**config.mk**
```make
export PLATFORM = sky130hd
export DESIGN_NAME = coef_dbuf_bank
export DESIGN_NICKNAME = d
export VERILOG_FILES = /design/src/rtl/coef_pkg.sv /design/src/rtl/coef_swap_ctrl.sv /design/src/rtl/coef_host_path.sv /design/src/rtl/coef_bank_store.sv /design/src/rtl/coef_dbuf_bank.sv
export SDC_FILE = /design/constraint.sdc
export NUM_CORES = 1
export LEC_CHECK = 0
export ABC_CLOCK_PERIOD_IN_PS = 3100
export BUFFER_PORTS_ARGS = -buffer_cell sky130_fd_sc_hd__buf_2
export CORE_MARGIN = 1.5
export CORE_UTILIZATION = 30
export CTS_CLUSTER_DIAMETER = 40
export DETAILED_ROUTE_END_ITERATION = 8
export PLACE_DENSITY = 0.51
export SYNTH_ARGS = -nofsm -noshare
export SYNTH_HDL_FRONTEND = slang
export SYNTH_SLANG_ARGS = --single-unit
export TNS_END_PERCENT = 30
```
**constraint.sdc**
```tcl
create_clock -name clk -period 3.1 [get_ports clk]
set_input_delay 0.31 -clock clk [delete_from_list [all_inputs] [get_ports clk]]
set_output_delay 0.31 -clock clk [all_outputs]
set_load 0.01 [all_outputs]
```
**src/rtl/coef_pkg.sv**
```systemverilog
package coef_pkg;
  localparam int BYTE_W = 8;
  localparam int COEF_W = 2 * BYTE_W;
  localparam int NUM_BANKS = 2;

  typedef enum logic {
    BANK_A = 1'b0,
    BANK_B = 1'b1
  } bank_e;
endpackage

```
**src/rtl/coef_swap_ctrl.sv**
```systemverilog
module coef_swap_ctrl (
  input  logic clk,
  input  logic rst_n,
  input  logic eng_run,
  input  logic adapt_en,
  input  logic swap_set,
  input  logic sample_start,
  output logic swap_pend,
  output logic bank_in_use,
  output logic swap_now
);
  logic armed;
  logic pend_q;
  logic use_q;

  assign armed    = eng_run && adapt_en;
  assign swap_now = armed && pend_q && sample_start;

  always_ff @(posedge clk or negedge rst_n) begin
    if (!rst_n) begin
      pend_q <= 1'b0;
      use_q  <= 1'b0;
    end else begin
      if (!armed)        pend_q <= 1'b0;
      else if (swap_now) pend_q <= 1'b0;
      else if (swap_set) pend_q <= 1'b1;
      if (swap_now) use_q <= ~use_q;
    end
  end

  assign swap_pend   = pend_q;
  assign bank_in_use = use_q;

  assert_swap_at_boundary_R6: assert property (@(posedge clk) disable iff (!rst_n)
    (use_q != $past(use_q)) |-> ($past(sample_start) && $past(pend_q)));

  assert_pend_dropped_R7: assert property (@(posedge clk) disable iff (!rst_n)
    (!eng_run || !adapt_en) |=> !pend_q);

  assert_pend_clears_after_swap_R6: assert property (@(posedge clk) disable iff (!rst_n)
    (pend_q && sample_start && eng_run && adapt_en) |=> !pend_q);
endmodule

```
**src/rtl/coef_host_path.sv**
```systemverilog
module coef_host_path #(
  parameter int IDX_W = 4,
  localparam int ADDR_W = IDX_W + 1
) (
  input  logic                       clk,
  input  logic                       rst_n,
  input  logic                       eng_run,
  input  logic                       adapt_en,
  input  logic                       bank_in_use,
  input  logic                       swap_now,
  input  logic                       req_valid,
  output logic                       req_ready,
  input  logic                       req_write,
  input  logic                       req_bank,
  input  logic [ADDR_W-1:0]          req_addr,
  input  logic [coef_pkg::BYTE_W-1:0] req_wdata,
  input  logic [coef_pkg::COEF_W-1:0] rd_word,
  output logic                       tgt_bank,
  output logic [IDX_W-1:0]           tgt_idx,
  output logic                       wr_en,
  output logic [coef_pkg::COEF_W-1:0] wr_word,
  output logic                       rsp_valid,
  output logic                       rsp_err,
  output logic [coef_pkg::BYTE_W-1:0] rsp_rdata
);
  import coef_pkg::*;

  logic              locked;
  logic              accept;
  logic              hi_sel;
  logic [BYTE_W-1:0] stage_lo_q;
  logic [BYTE_W-1:0] rd_byte;

  assign locked    = eng_run && !adapt_en;
  assign req_ready = !swap_now;
  assign accept    = req_valid && req_ready;
  assign hi_sel    = req_addr[0];
  assign tgt_idx   = req_addr[ADDR_W-1:1];
  assign tgt_bank  = eng_run ? ~bank_in_use : req_bank;
  assign wr_en     = accept && req_write && !locked && hi_sel;
  assign wr_word   = {req_wdata, stage_lo_q};
  assign rd_byte   = hi_sel ? rd_word[COEF_W-1:BYTE_W] : rd_word[BYTE_W-1:0];

  always_ff @(posedge clk or negedge rst_n) begin
    if (!rst_n) begin
      stage_lo_q <= '0;
      rsp_valid  <= 1'b0;
      rsp_err    <= 1'b0;
      rsp_rdata  <= '0;
    end else begin
      if (accept && req_write && !locked && !hi_sel) stage_lo_q <= req_wdata;
      rsp_valid <= accept;
      rsp_err   <= accept && locked;
      rsp_rdata <= (accept && !req_write && !locked) ? rd_byte : '0;
    end
  end

  assert_locked_refused_R5: assert property (@(posedge clk) disable iff (!rst_n)
    (req_valid && req_ready && eng_run && !adapt_en) |=> (rsp_valid && rsp_err && rsp_rdata == '0));

  assert_one_response_R9: assert property (@(posedge clk) disable iff (!rst_n)
    (req_valid && req_ready) |=> rsp_valid);

  assert_no_stray_response_R9: assert property (@(posedge clk) disable iff (!rst_n)
    !(req_valid && req_ready) |=> !rsp_valid);
endmodule

```
**src/rtl/coef_bank_store.sv**
```systemverilog
module coef_bank_store #(
  parameter int NUM_COEF = 16,
  localparam int IDX_W = $clog2(NUM_COEF)
) (
  input  logic                        clk,
  input  logic                        rst_n,
  input  logic                        wr_en,
  input  logic                        wr_bank,
  input  logic [IDX_W-1:0]            wr_idx,
  input  logic [coef_pkg::COEF_W-1:0] wr_word,
  input  logic                        hrd_bank,
  input  logic [IDX_W-1:0]            hrd_idx,
  output logic [coef_pkg::COEF_W-1:0] hrd_word,
  input  logic                        eng_bank,
  input  logic [IDX_W-1:0]            eng_idx,
  output logic [coef_pkg::COEF_W-1:0] eng_word
);
  import coef_pkg::*;

  logic [NUM_COEF-1:0][COEF_W-1:0] all_banks [NUM_BANKS];

  for (genvar b = 0; b < NUM_BANKS; b++) begin : g_bank
    logic [NUM_COEF-1:0][COEF_W-1:0] cells;
    always_ff @(posedge clk or negedge rst_n) begin
      if (!rst_n) cells <= '0;
      else if (wr_en && (wr_bank == b[0])) cells[wr_idx] <= wr_word;
    end
    assign all_banks[b] = cells;
  end

  assign hrd_word = all_banks[hrd_bank][hrd_idx];

  always_ff @(posedge clk or negedge rst_n) begin
    if (!rst_n) eng_word <= '0;
    else        eng_word <= all_banks[eng_bank][eng_idx];
  end
endmodule

```
**src/rtl/coef_dbuf_bank.sv**
```systemverilog
module coef_dbuf_bank #(
  parameter int NUM_COEF = 16,
  localparam int IDX_W = $clog2(NUM_COEF),
  localparam int ADDR_W = IDX_W + 1
) (
  input  logic              clk,
  input  logic              rst_n,
  input  logic              eng_run,
  input  logic              sample_start,
  input  logic              adapt_en,
  input  logic              swap_set,
  output logic              swap_pend,
  output logic              bank_in_use,
  input  logic              host_req_valid,
  output logic              host_req_ready,
  input  logic              host_req_write,
  input  logic              host_req_bank,
  input  logic [ADDR_W-1:0] host_req_addr,
  input  logic [7:0]        host_req_wdata,
  output logic              host_rsp_valid,
  output logic              host_rsp_err,
  output logic [7:0]        host_rsp_rdata,
  input  logic [IDX_W-1:0]  eng_addr,
  output logic [15:0]       eng_coef
);
  import coef_pkg::*;

  logic              swap_now;
  logic              tgt_bank;
  logic [IDX_W-1:0]  tgt_idx;
  logic              bank_we;
  logic [COEF_W-1:0] bank_wword;
  logic [COEF_W-1:0] host_word;

  coef_swap_ctrl u_swap (
    .clk          (clk),
    .rst_n        (rst_n),
    .eng_run      (eng_run),
    .adapt_en     (adapt_en),
    .swap_set     (swap_set),
    .sample_start (sample_start),
    .swap_pend    (swap_pend),
    .bank_in_use  (bank_in_use),
    .swap_now     (swap_now)
  );

  coef_host_path #(.IDX_W(IDX_W)) u_host (
    .clk         (clk),
    .rst_n       (rst_n),
    .eng_run     (eng_run),
    .adapt_en    (adapt_en),
    .bank_in_use (bank_in_use),
    .swap_now    (swap_now),
    .req_valid   (host_req_valid),
    .req_ready   (host_req_ready),
    .req_write   (host_req_write),
    .req_bank    (host_req_bank),
    .req_addr    (host_req_addr),
    .req_wdata   (host_req_wdata),
    .rd_word     (host_word),
    .tgt_bank    (tgt_bank),
    .tgt_idx     (tgt_idx),
    .wr_en       (bank_we),
    .wr_word     (bank_wword),
    .rsp_valid   (host_rsp_valid),
    .rsp_err     (host_rsp_err),
    .rsp_rdata   (host_rsp_rdata)
  );

  coef_bank_store #(.NUM_COEF(NUM_COEF)) u_store (
    .clk      (clk),
    .rst_n    (rst_n),
    .wr_en    (bank_we),
    .wr_bank  (tgt_bank),
    .wr_idx   (tgt_idx),
    .wr_word  (bank_wword),
    .hrd_bank (tgt_bank),
    .hrd_idx  (tgt_idx),
    .hrd_word (host_word),
    .eng_bank (bank_in_use),
    .eng_idx  (eng_addr),
    .eng_word (eng_coef)
  );

  assert_run_write_inactive_R4: assert property (@(posedge clk) disable iff (!rst_n)
    (bank_we && eng_run) |-> (tgt_bank != bank_in_use));

  assert_stopped_write_addressed_R2: assert property (@(posedge clk) disable iff (!rst_n)
    (bank_we && !eng_run) |-> (tgt_bank == host_req_bank));

  assert_ready_drop_only_swap_R9: assert property (@(posedge clk) disable iff (!rst_n)
    !host_req_ready |=> (bank_in_use != $past(bank_in_use)));
endmodule

```
==> flow_metrics.tcl <==
set metrics [dict create \
    fin_crit_ps 2730 \
    post_cts_buffers 0 \
    ys_async_sr_fraction 1.00 \
    skew_ps 19.5 \
    htree_levels 3 \
    yosysTopAreaCellShare 0.480 \
    grt_max_degree 84 \
    critical_path_class "register to register" \
    tightest_slew_ps 1210 \
    drive_above_1_share 0.609 \
    p_comb_frac 0.156 \
    peakVddDrop_mv 0.550 \
    num_rows 112 \
    final.period_utilization 0.880 \
    max_cap_viol_count 0 \
    critPathArrivalTime_ps 3240 \
    cp_data_required_time_ps 3610 \
    synth_area_per_cell_um2 16.1 \
    chipHeight_um 312 \
    dieArea_um2 97100 \
    cpMaxStageDelayCell "dfrtp_1" \
    layout_commonest_cell "dfrtp_1" \
    first_global_vias 19100 \
    tritoncts "done" \
    p_switching_w 0.00645 \
    synth_cells 1772 \
    drt_iter0_drc 1297 \
    min_delay_path_depth 4 \
    synth.area.top_cells "dfrtp_1 (48%), mux4_2 (23%), mux2_2 (21%), clkbuf_1 (1.2%), a211oi_1 (0.97%)" \
    final_cell_mix "dfrtp_1 (547), mux2_2 (526), mux4_2 (286)" \
    io_buffer_count 54 \
    hp-start "swap_set" \
    num-fill-cells 8880 \
    reg2reg_depth 7 \
    synth_warnings 0 \
    ys_seq_area_frac 0.480 \
    areaGrowthSynthToFinish_pct 20.9 \
    place.gp.congestion 0.837 \
    final-hold-violation-count 0 \
    postPlaceCellArea_um2 30900 \
    cts.sinks 548 \
    clk_latency_ps 650 \
    post_drt_via_cell_ratio 5.48 \
    drc 0 \
    start_util 0.304 \
    grt_usage 0.190 \
    ys_ff_latch 548 \
    yosysUniqueCellTypes 50 \
    report.final.slew_viol_count 0 \
    hp-class "primary input to register" \
    rr_startpoint "u_swap.swap_pend" \
    synth-edff-count 0 \
    slew_headroom 0.194 \
    wire_per_inst_um 28.2 \
    cellPowerDensity_nw_per_um2 683 \
    final_cell_area_um2 34500 \
    stdcell_count 3227 \
    critPathLaunchType "register" \
    rsz0062_at_grt "false" \
    place_hpwl_mm 58.6 \
    yosys.area.top_type "dfrtp_1" \
    finalSetupViolCount 0 \
    slowest_delay_ps 420 \
    whs_endpoint "u_swap.swap_pend" \
    cts_made_buffers 99 \
    cts_buffer_depth 3 \
    p_leak_nw 15.4 \
    vias 17700 \
    netSwitchingFraction 0.273 \
    worstPathMaxFanout 10 \
    p_int_w 0.0172 \
    grt_pass1_wl_mm 136 \
    fmax_ghz 0.367 \
    end_kind "register" \
    synthFlopType "dfrtp_1" \
    ioPinCount 55 \
    die_width_um 312 \
    p_clk_frac 0.486 \
    synth_fp_nets 1798 \
    path_clk_slew_ps 50 \
    crit_family "simple AND/OR/NAND/NOR gates" \
    r2r_slack_ps 370 \
    path_cells "a21boi_2, o2111ai_1, nor2_1, nand3_1, nor2_2, buf_4, mux2_2" \
    nets 1906 \
    overflow 0 \
    tns_ps 0 \
    ant_nets 0 \
    drtPass1Iterations 8 \
    antenna_found_initial 8 \
    wirelength_mm 91.1 \
    outcome "finished, final reports clean" \
    cts_root_buf "clkbuf_16" \
    coreArea_um2 93900 \
    pwr-share-seq 0.358 \
    rr_endpoint "u_store.all_banks[433]" \
    place_inst 3029 \
    critPathBufInv 1 \
    synth_area_um2 28600 \
]
## worst min-delay path: stages
cell and delay, ps:
buf_2 90, inv_1 40, mux2i_1 50, and3_1 170
## repair_timing
action | 4_1_cts | 5_1_grt
endpoints found under the setup margin | 0 | 0
hold buffers | 4 | 0
resized for setup | 0 | 0
hold endpoints to repair | 69 | 0
## worst max path at each step
| stage | from | cells past startpoint | slack (ps) | end |
|---|---|---|---|---|
| after floorplan | u_swap.bank_in_use | 5 | 650 | u_store.eng_word[7] |
| after global placement | host_req_addr[0] | 7 | 360 | u_store.all_banks[195] |
| after detailed placement | host_req_addr[1] | 8 | 400 | u_host.rsp_rdata[3] |
| after CTS | u_swap.bank_in_use | 4 | 400 | u_store.eng_word[13] |
| after global routing | u_swap.swap_pend | 7 | 190 | u_store.all_banks[436] |
| final | u_swap.swap_pend | 7 | 370 | u_store.all_banks[433] |
## metrics by stage
| stage | hold WS, ps | util | total power (W) | setup WS, ps |
|---|---|---|---|---|
| floorplan | 14.4 | - | 0.0109 | 648 |
| global placement | 367 | 0.329 | 0.0122 | 361 |
| detailed placement | 368 | 0.329 | 0.0123 | 401 |
| CTS | 37.3 | 0.368 | 0.0239 | 403 |
| global route | 45.8 | 0.368 | 0.0245 | 186 |
| finish | 70.1 | 0.368 | 0.0236 | 373 |
## flip-flops by register name, indices dropped and copies added, names as in the netlist
| name | flops |
|---|---|
| u_host.rsp_valid | 1 |
| u_host.stage_lo_q | 8 |
| u_swap.bank_in_use | 1 |
| u_host.rsp_err | 1 |
| u_store.eng_word | 16 |
| u_store.all_banks | 512 |
| u_host.rsp_rdata | 8 |
| u_swap.swap_pend | 1 |
## kinds of logic (layout without fill, tap and decap cells)
group | Yosys count | after routing | share of synthesized area
flip-flops | 548 | 548 | 0.480
multiplexers | 835 | 835 | 0.441
XOR/XNOR | 1 | 1 | 0.000307
AO/OA/AOI/OAI | 81 | 81 | 0.0206
other | 0 | 6 | 0
buffers and inverters | 171 | 366 | 0.0281
AND/OR/NAND/NOR | 136 | 136 | 0.0295
## power groups by stage
stage,sequential [W],combinational (W),clock [W]
floorplan,0.00819,0.00273,0
global placement,0.00852,0.00370,0
detailed placement,0.00855,0.00374,0
CTS,0.00844,0.00375,0.0117
global route,0.00854,0.00395,0.0121
finish,0.00845,0.00368,0.0115
## Yosys cell counts (2+ instances only)
| library cell | instances |
|---|---|
| nand2_1 | 22 |
| o22a_1 | 7 |
| buf_2 | 45 |
| nand2b_1 | 7 |
| nand3_1 | 7 |
| clkbuf_1 | 88 |
| dfrtp_1 | 548 |
| buf_1 | 8 |
| a211oi_1 | 37 |
| a31oi_1 | 9 |
| o211ai_1 | 7 |
| nor2_1 | 5 |
| nor2_2 | 22 |
| nor2b_1 | 4 |
| mux2_2 | 526 |
| mux2_1 | 10 |
| o22ai_1 | 9 |
| inv_1 | 2 |
| or2_2 | 2 |
| mux4_2 | 286 |
| and3_1 | 29 |
| nand2_2 | 4 |
| nor4_1 | 7 |
| nor3_2 | 2 |
| nand3b_1 | 3 |
| o21ai_1 | 2 |
| and2_1 | 3 |
| buf_4 | 26 |
| o21ai_0 | 3 |
| mux2i_1 | 13 |
| nor2_4 | 3 |
| nand4_1 | 8 |
## final cells by class
cell class,instances,area (um^2),area share
diodes,6,15.0,0.000435
clock buffers,125,2740,0.0793
flip-flops and latches,548,13700,0.397
repair buffers,175,1610,0.0466
multi-input cells,1053,14100,0.407
inverters,3,11.3,0.000326
clock inverters,63,817,0.0237
well taps,1254,1570,0.0454
## layer usage
layer,share of wire,vias to the layer above,global-route usage
li1,-,7221,-
met1,0.44,9728,0.260
met2,0.47,573,0.301
met3,0.056,162,0.0349
met4,0.031,6,0.0654
met5,0.00041,-,0
Power figures use the tool's default switching activity.
